<file path="src/rtl/tmr_cap_cmp_pwm.sv">
module tmr_cap_cmp_pwm #(
  parameter bit MSG_CAP = 1'b1
)(
  input  logic        clk,
  input  logic        rst_n,
  input  logic        wr_en,
  input  logic [1:0]  addr,
  input  logic [7:0]  wr_data,
  output logic [7:0]  rd_data,
  input  logic [15:0] tmr_val,
  input  logic [9:0]  pwm_cnt,
  input  logic        pwm_start,
  input  logic        pin_in,
  input  logic        msg_rx,
  output logic        pin_out,
  output logic        irq_set,
  output logic        evt_reset
);
  localparam logic [3:0] M_TGL  = 4'b0010;
  localparam logic [3:0] M_MSG  = 4'b0011;
  localparam logic [3:0] M_FALL = 4'b0100;
  localparam logic [3:0] M_RISE = 4'b0101;
  localparam logic [3:0] M_R4   = 4'b0110;
  localparam logic [3:0] M_R16  = 4'b0111;
  localparam logic [3:0] M_SET  = 4'b1000;
  localparam logic [3:0] M_CLR  = 4'b1001;
  localparam logic [3:0] M_EVT  = 4'b1011;

  logic [5:0]  ctrl_q;
  logic [15:0] data_q;
  logic [1:0]  sync_q;
  logic        prev_q;
  logic [3:0]  pre_q;
  logic        match_q;
  logic [9:0]  duty_q;
  logic        pin_q, irq_q, evt_q;

  wire [3:0] mode    = ctrl_q[3:0];
  wire       ctrl_wr = wr_en && (addr == 2'd0);
  wire       is_pwm  = (mode[3:2] == 2'b11);
  wire       is_cmp  = (mode == M_TGL) || (mode[3:2] == 2'b10);
  wire       is_pre  = (mode == M_R4) || (mode == M_R16);
  wire       rise    = sync_q[1] & ~prev_q;
  wire       fall    = ~sync_q[1] & prev_q;
  wire       pre_end = (mode == M_R4) ? (pre_q[1:0] == 2'd3) : (pre_q == 4'd15);
  wire       match   = is_cmp && (tmr_val == data_q);
  wire       hit     = match && !match_q && !ctrl_wr;
  wire [9:0] duty_nx = {data_q[7:0], ctrl_q[5:4]};

  logic cap;
  always_comb begin
    case (mode)
      M_MSG:        cap = MSG_CAP && msg_rx;
      M_FALL:       cap = fall;
      M_RISE:       cap = rise;
      M_R4, M_R16:  cap = rise && pre_end;
      default:      cap = 1'b0;
    endcase
    if (ctrl_wr) cap = 1'b0;
  end

  always_comb begin
    case (addr)
      2'd0:    rd_data = {2'b00, ctrl_q};
      2'd1:    rd_data = data_q[7:0];
      2'd2:    rd_data = data_q[15:8];
      default: rd_data = 8'h00;
    endcase
  end

  always_ff @(posedge clk or negedge rst_n) begin
    if (!rst_n) begin
      sync_q <= '0;
      prev_q <= 1'b0;
    end else begin
      sync_q <= {sync_q[0], pin_in};
      prev_q <= sync_q[1];
    end
  end

  always_ff @(posedge clk or negedge rst_n) begin
    if (!rst_n) ctrl_q <= '0;
    else if (ctrl_wr) ctrl_q <= wr_data[5:0];
  end

  always_ff @(posedge clk or negedge rst_n) begin
    if (!rst_n) data_q <= '0;
    else if (cap) data_q <= tmr_val;
    else if (wr_en && addr == 2'd1) data_q[7:0] <= wr_data;
    else if (wr_en && addr == 2'd2) data_q[15:8] <= wr_data;
  end

  always_ff @(posedge clk or negedge rst_n) begin
    if (!rst_n) pre_q <= '0;
    else if (ctrl_wr || !is_pre) pre_q <= '0;
    else if (rise) pre_q <= pre_end ? 4'd0 : pre_q + 4'd1;
  end

  always_ff @(posedge clk or negedge rst_n) begin
    if (!rst_n) begin
      match_q <= 1'b0;
      irq_q   <= 1'b0;
      evt_q   <= 1'b0;
    end else begin
      match_q <= match && !ctrl_wr;
      irq_q   <= cap || hit;
      evt_q   <= hit && (mode == M_EVT);
    end
  end

  always_ff @(posedge clk or negedge rst_n) begin
    if (!rst_n) duty_q <= '0;
    else if (ctrl_wr) duty_q <= '0;
    else if (is_pwm && pwm_start) duty_q <= duty_nx;
  end

  always_ff @(posedge clk or negedge rst_n) begin
    if (!rst_n) pin_q <= 1'b0;
    else if (ctrl_wr) pin_q <= (wr_data[3:0] == M_CLR);
    else if (is_pwm) begin
      if (pwm_start) pin_q <= (duty_nx != 10'd0);
      else if (pwm_cnt == duty_q) pin_q <= 1'b0;
    end else if (hit) begin
      case (mode)
        M_TGL:   pin_q <= ~pin_q;
        M_SET:   pin_q <= 1'b1;
        M_CLR:   pin_q <= 1'b0;
        default: pin_q <= pin_q;
      endcase
    end
  end

  assign pin_out   = pin_q;
  assign irq_set   = irq_q;
  assign evt_reset = evt_q;
endmodule

</file>
<file path="config.mk">
export PLATFORM = sky130hd
export DESIGN_NAME = tmr_cap_cmp_pwm
export DESIGN_NICKNAME = d
export VERILOG_FILES = /design/src/rtl/tmr_cap_cmp_pwm.sv
export SDC_FILE = /design/constraint.sdc
export NUM_CORES = 1
export LEC_CHECK = 0
export ABC_AREA = 1
export BUFFER_PORTS_ARGS = -buffer_cell sky130_fd_sc_hd__buf_2
export CAP_MARGIN = 10
export CORE_UTILIZATION = 55
export CTS_CLUSTER_DIAMETER = 150
export DETAILED_ROUTE_END_ITERATION = 8
export HOLD_SLACK_MARGIN = 0.1
export PLACE_DENSITY = 0.89
export SYNTH_ARGS = -nofsm -noshare
export SYNTH_HDL_FRONTEND = slang
export SYNTH_SLANG_ARGS = --single-unit
</file>
<file path="constraint.sdc">
create_clock -name clk -period 2 [get_ports clk]
set_input_delay 0 -clock clk [delete_from_list [all_inputs] [get_ports clk]]
set_output_delay 0 -clock clk [all_outputs]
set_load 0.05 [all_outputs]
</file>
Word-level counts from Yosys, hierarchy flattened
Index checks and enable logic that the tools add are counted.
{ "classes": {"reduce_logical": 28, "n_mux": 19, "n_addsub": 1, "n_bitwise": 5, "n_eq_ne": 20} }
{ "ops": {"columns": ["op", "count"], "rows": [
  ["2-to-1 mux 8 bit", 3],
  ["case mux 8 bit (3 select lines)", 1],
  ["equality test 4 bit (second input constant)", 5],
  ["2-to-1 mux 10 bit", 2],
  ["equality test 16 bit", 1],
  ["equality test 4 x 3 -> 1 bit (second input constant)", 4],
  ["2-to-1 mux 16 bit", 1],
  ["2-to-1 mux 4 bit", 3],
  ["equality test 10 bit", 1],
  ["logical AND 1 bit", 10],
  ["nonzero test 10 bit", 1],
  ["equality test 2 bit (second input constant)", 4],
  ["equality test 4 x 2 -> 1 bit (second input constant)", 2],
  ["nonzero test 2 bit", 4],
  ["2-to-1 mux 1 bit", 7],
  ["nonzero test 5 bit", 1],
  ["adder 4 x 1 -> 4 bit (second input constant)", 1],
  ["logical OR 1 bit", 4],
  ["!= test 4 x 3 -> 1 bit (second input constant)", 1],
  ["case mux 1 bit (4 select lines)", 1],
  ["logical NOT 1 bit", 3],
  ["NOT 1 bit", 3],
  ["case mux 1 bit (3 select lines)", 1],
  ["AND reduction 3 bit", 1],
  ["other kinds (7)", 8]
]} }
{ "totals": {"out_inout_bits": 11, "regBits": 43, "elab_cells": 84, "inputBits": 42} }

Logic depth before layout (Yosys ltp)
{ "depth": {"depth_word": 8, "ltp_mapped": 12, "mapped_depth_nobuf": 12} }

Worst setup path before layout
OpenSTA, ideal clock, no wires.
{ "synth_timing": {"path_kind": "register to output", "start": "reg data_q[6]", "end": "out rd_data[6]", "path_buffers": 0, "slack_ns": 0.475, "arrival_time_ns": 1.525, "path_stages_with_launch": 3, "t_required_ns": 2.000, "cell_sequence": "dfrtp_1 -> inv_1 -> o21ai_0"} }
{ "synth_via": {"elab_chain_len": 1} }
{ "synth_rtl": {"columns": ["item", "line", "source"], "rows": [
  ["start: declaration", "30", "logic [15:0] data_q;"],
  ["start signal: assignment", "88", "else if (cap) data_q <= tmr_val;"],
  ["start signal: assignment", "89", "else if (wr_en && addr == 2'd1) data_q[7:0] <= wr_data;"],
  ["case mux 8 bit (3 select lines)", "63", "case (addr)"],
  ["end: declaration", "9", "output logic [7:0] rd_data,"]
]} }
No other way between the ends.

Final worst setup path
{ "layout_timing": {"start": "reg pre_q[0]", "end": "reg data_q[3]"} }
{ "layout_via": {"elab_chain_len": 6, "elab_cells_between_ends": 8, "classes_between": "eq/ne: 2; mux: 4; reduce/logical: 2"} }
{ "layout_rtl": {"columns": ["item", "line", "source"], "rows": [
  ["start: declaration", "33", "logic [3:0] pre_q;"],
  ["start signal: assignment", "96", "else if (rise) pre_q <= pre_end ? 4'd0 : pre_q + 4'd1;"],
  ["equality test 4 bit or equality test 2 bit (tied branches)", "45", "wire pre_end = (mode == M_R4) ? (pre_q[1:0] == 2'd3) : (pre_q == 4'd15);"],
  ["2-to-1 mux 1 bit *", "45", null],
  ["logical AND 1 bit *", "56", "M_R4, M_R16: cap = rise && pre_end;"],
  ["case mux 1 bit (4 select lines) *", "52", "case (mode)"],
  ["2-to-1 mux 1 bit *", "59", "if (ctrl_wr) cap = 1'b0;"],
  ["2-to-1 mux 16 bit or nonzero test 2 bit (tied branches)", null, null]
]} }
Every way passes the cells marked *; elsewhere a longest branch is shown, timed or not.
A chain may end at the register's enable or synchronous reset.

==> flow_summary.yaml <==
place:
  dp_hpwl_um: 5070
  port_buffers: 52
  gp_congestion: 0.873
  dpl_cell_area_sq_mm: 0.00296
timing:
  period_minus_slack_ns: 1.73
  fin_crit_sh: 0.864
  hold_viol: 0
  tns_ns: 0
  final-setup-viol-count: 0
  report.final.slew_viol_count: 0
  rsz0062_at_grt: "false"
  fmax_ghz: 0.579
  worst_pin_slew_ns: 0.458
  max_slew_margin: 0.695
  skew_ns: 0.00290
synthesis:
  synthesis.area_sq_mm: 0.00264
  synth_ff_type: "dfrtp_1"
  yosysTopAreaCell: "dfrtp_1"
  syn-num-nets: 392
  synth.avg_cell_area_sq_um: 7.58
  synth_common_cells: "nand3_1, nand2_1, dfrtp_1"
  ys_types: 33
  seq_area_frac_synth: 0.408
  synth_warnings: 0
  postSynthCellCount: 348
  synthArstFlopShare: 1.00
  synth-seq-cells: 43
  yosysMostFrequentCell: "nand3_1"
  yosysTopAreaCellShare: 0.408
  synth_enable_flop_cells: 0
  synth_top_cells_by_area: "dfrtp_1, nand3_1, nand2_1"
critical_path:
  endpoint_kind: "register"
  slowest_stage: "dfrtp_1"
  startpoint_type: "register"
  setup.worst_path.class: "reg2reg"
  cp_num_buf_inv: 1
  cp.arrival_ns: 1.97
  cp_cell_sequence: "ha_1 -> nand2_1 -> inv_1 -> nand3_2 -> nand2_2 -> o21ai_2 -> nand2_4 -> nand2_8 -> nand3_1 -> nand3_1"
  cp_slowest_stage_delay_ns: 0.43
  critPathMostFrequentCell: "nand3_1"
  required_ns: 2.24
  crit_path_max_fanout: 33
  cp_top_family: "simple AND/OR/NAND/NOR gates"
layout:
  syn2layout_area_growth_pct: 25.3
  fill_cells: 332
  nets: 477
  final_design_area_no_fill_sq_mm: 0.00330
  num_antenna_cells: 0
  drive_above_1_share: 0.219
clocking:
  clk_latency_ns: 0.30
  clk_pin_slew_worst_paths_ns: 0.08
  cts_buffers: 5
  clock_sink_count: 43
  htreeDepth: 2
  clockBufferDepth: 2
  root_buffer: "clkbuf_8"
  cts_tree: "yes"
  cts_resized: 0
power:
  power_frac_comb: 0.372
  intPower_uw: 1720
  p_per_area_mw_per_mm2: 875
  power_frac_clock: 0.195
  p_leak_uw: 0.00166
  vdd_drop_max_uv: 607
  power_switching_share: 0.403
  p_sw_uw: 1170
  power.share.sequential: 0.433
global_route:
  grt.total_usage: 0.306
  grt_overflow_total: 0
  grt_pass1_vias: 2604
  grt_pass1_wl_um: 12000
  grt_max_degree: 34
  antenna_found_initial: 0
route:
  drtAntennaViolNets: 0
  dr.pass1.iters: 7
  drtIter0Drc: 228
  detail_route.vias_per_cell: 5.67
  wl_um: 7190
  drc: 3
  wire_per_inst_um: 14.8
  vias: 2752
job:
  maxCapViolations: 0
floorplanning:
  die_w_um: 71.2
  fp.dieArea_sq_mm: 0.00507
  rows: 24
  ioPinCount: 53
  start_util: 0.589
  die_y_um: 71.2
  core_sq_mm: 0.00447
status:
  outcome: "finished, violations left"
  violations: "DRC"
min_path:
  min_path_type: "in2async"
power groups by stage:
| stage | combinational, uW | clock [uW] | sequential (uW) |
|---|---|---|---|
| final | 1080 | 564 | 1250 |
| after CTS | 1060 | 565 | 1240 |
| after global placement | 982 | 0 | 1250 |
| after global routing | 1180 | 605 | 1280 |
| after floorplan | 727 | 0 | 1250 |
| after detailed placement | 1020 | 0 | 1260 |
cell type report:
cell class | instances | area (sq um) | area share
timing repair buffer | 85 | 573 | 0.173
sequential | 43 | 1080 | 0.326
clock buffer | 6 | 82.6 | 0.0250
multi-input combinational | 245 | 1300 | 0.394
inverter | 53 | 199 | 0.0602
tap | 52 | 65.1 | 0.0197
clock inverter | 1 | 5.00 | 0.00152
worst register-to-register path: cells and delay by family, from the launching register on:
family          cells  cell delay, ns
buf+inv             1            0.05
flops               1            0.43
simple gates        7            0.82
fa+ha+maj           1            0.23
compound gates      1            0.15
worst paths after layout:
kind / start / end / slack [ns] / cells past startpoint
worst max-delay path: pre_q[0]$_DFFE_PN0P_ / data_q[3]$_DFFE_PN0P_ / 0.27 / 10
min in group clk: pwm_cnt[8] / pin_out$_DFFE_PN0P_ / 0.18 / 6
worst min register to register: sync_q[0]$_DFF_PN0_ / sync_q[1]$_DFF_PN0_ / 0.36 / 0
max in group asynchronous: rst_n / data_q[5]$_DFFE_PN0P_ / 1.14 / 3
worst min-delay path: rst_n / pre_q[1]$_DFFE_PN0P_ / 0.17 / 2
worst max register to register: pre_q[0]$_DFFE_PN0P_ / data_q[3]$_DFFE_PN0P_ / 0.27 / 10
metrics by stage:
stage                     utilization  hold WS, ns  worst slack, ns  instances  total power (uW)
final                           0.738        0.172            0.272        485              2890
after global routing            0.738        0.210            0.109        485              3060
after CTS                       0.738        0.184            0.289        485              2870
after detailed placement        0.661      -0.0216            0.306        452              2280
after global placement          0.661      -0.0257            0.373        452              2230
after floorplan                     -       -0.296            0.475        348              1980
per-layer routing:
layer,vias up,global-route usage,routed length [um],share of wire
met2,155,0.504,3530,0.49
li1,1315,-,-,-
met3,17,0.0506,584,0.081
met4,0,0.142,142,0.020
met1,1265,0.399,2930,0.41
met5,-,0,0,0
flip-flops by register name, indices dropped and copies added, names as in the netlist:
| signal | flops |
|---|---|
| sync_q | 2 |
| duty_q | 10 |
| pin_out | 1 |
| pre_q | 4 |
| ctrl_q | 6 |
| match_q | 1 |
| data_q | 16 |
| prev_q | 1 |
| irq_set | 1 |
| evt_reset | 1 |
placed cells by master, fill, tap and decap left out, types with 5 or more instances in the layout:
cell and instances:
nand3_1 79, nand2_1 68, buf_2 52, dfrtp_1 43, inv_1 41, dlygate4sd3_1 26
nor2_1 20, xnor2_1 12, o21ai_1 12, inv_2 11, buf_4 7, o21ai_0 6
o221ai_1 6, clkbuf_8 6, nand4_1 5
cell families (layout without fill, tap and decap cells):
| kind of cell | Yosys count | after routing | synth area share |
|---|---|---|---|
| simple gates | 193 | 193 | 0.354 |
| buf+inv | 60 | 145 | 0.0978 |
| flops | 43 | 43 | 0.408 |
| compound gates | 35 | 35 | 0.0812 |
| xor+xnor | 15 | 15 | 0.0498 |
| fa+ha+maj | 2 | 2 | 0.00949 |
what timing repair did:
action,4_1_cts,5_1_grt
endpoints found under the hold margin,42,0
setup buffers,0,0
hold buffers,26,0
Power figures use the tool's default switching activity.
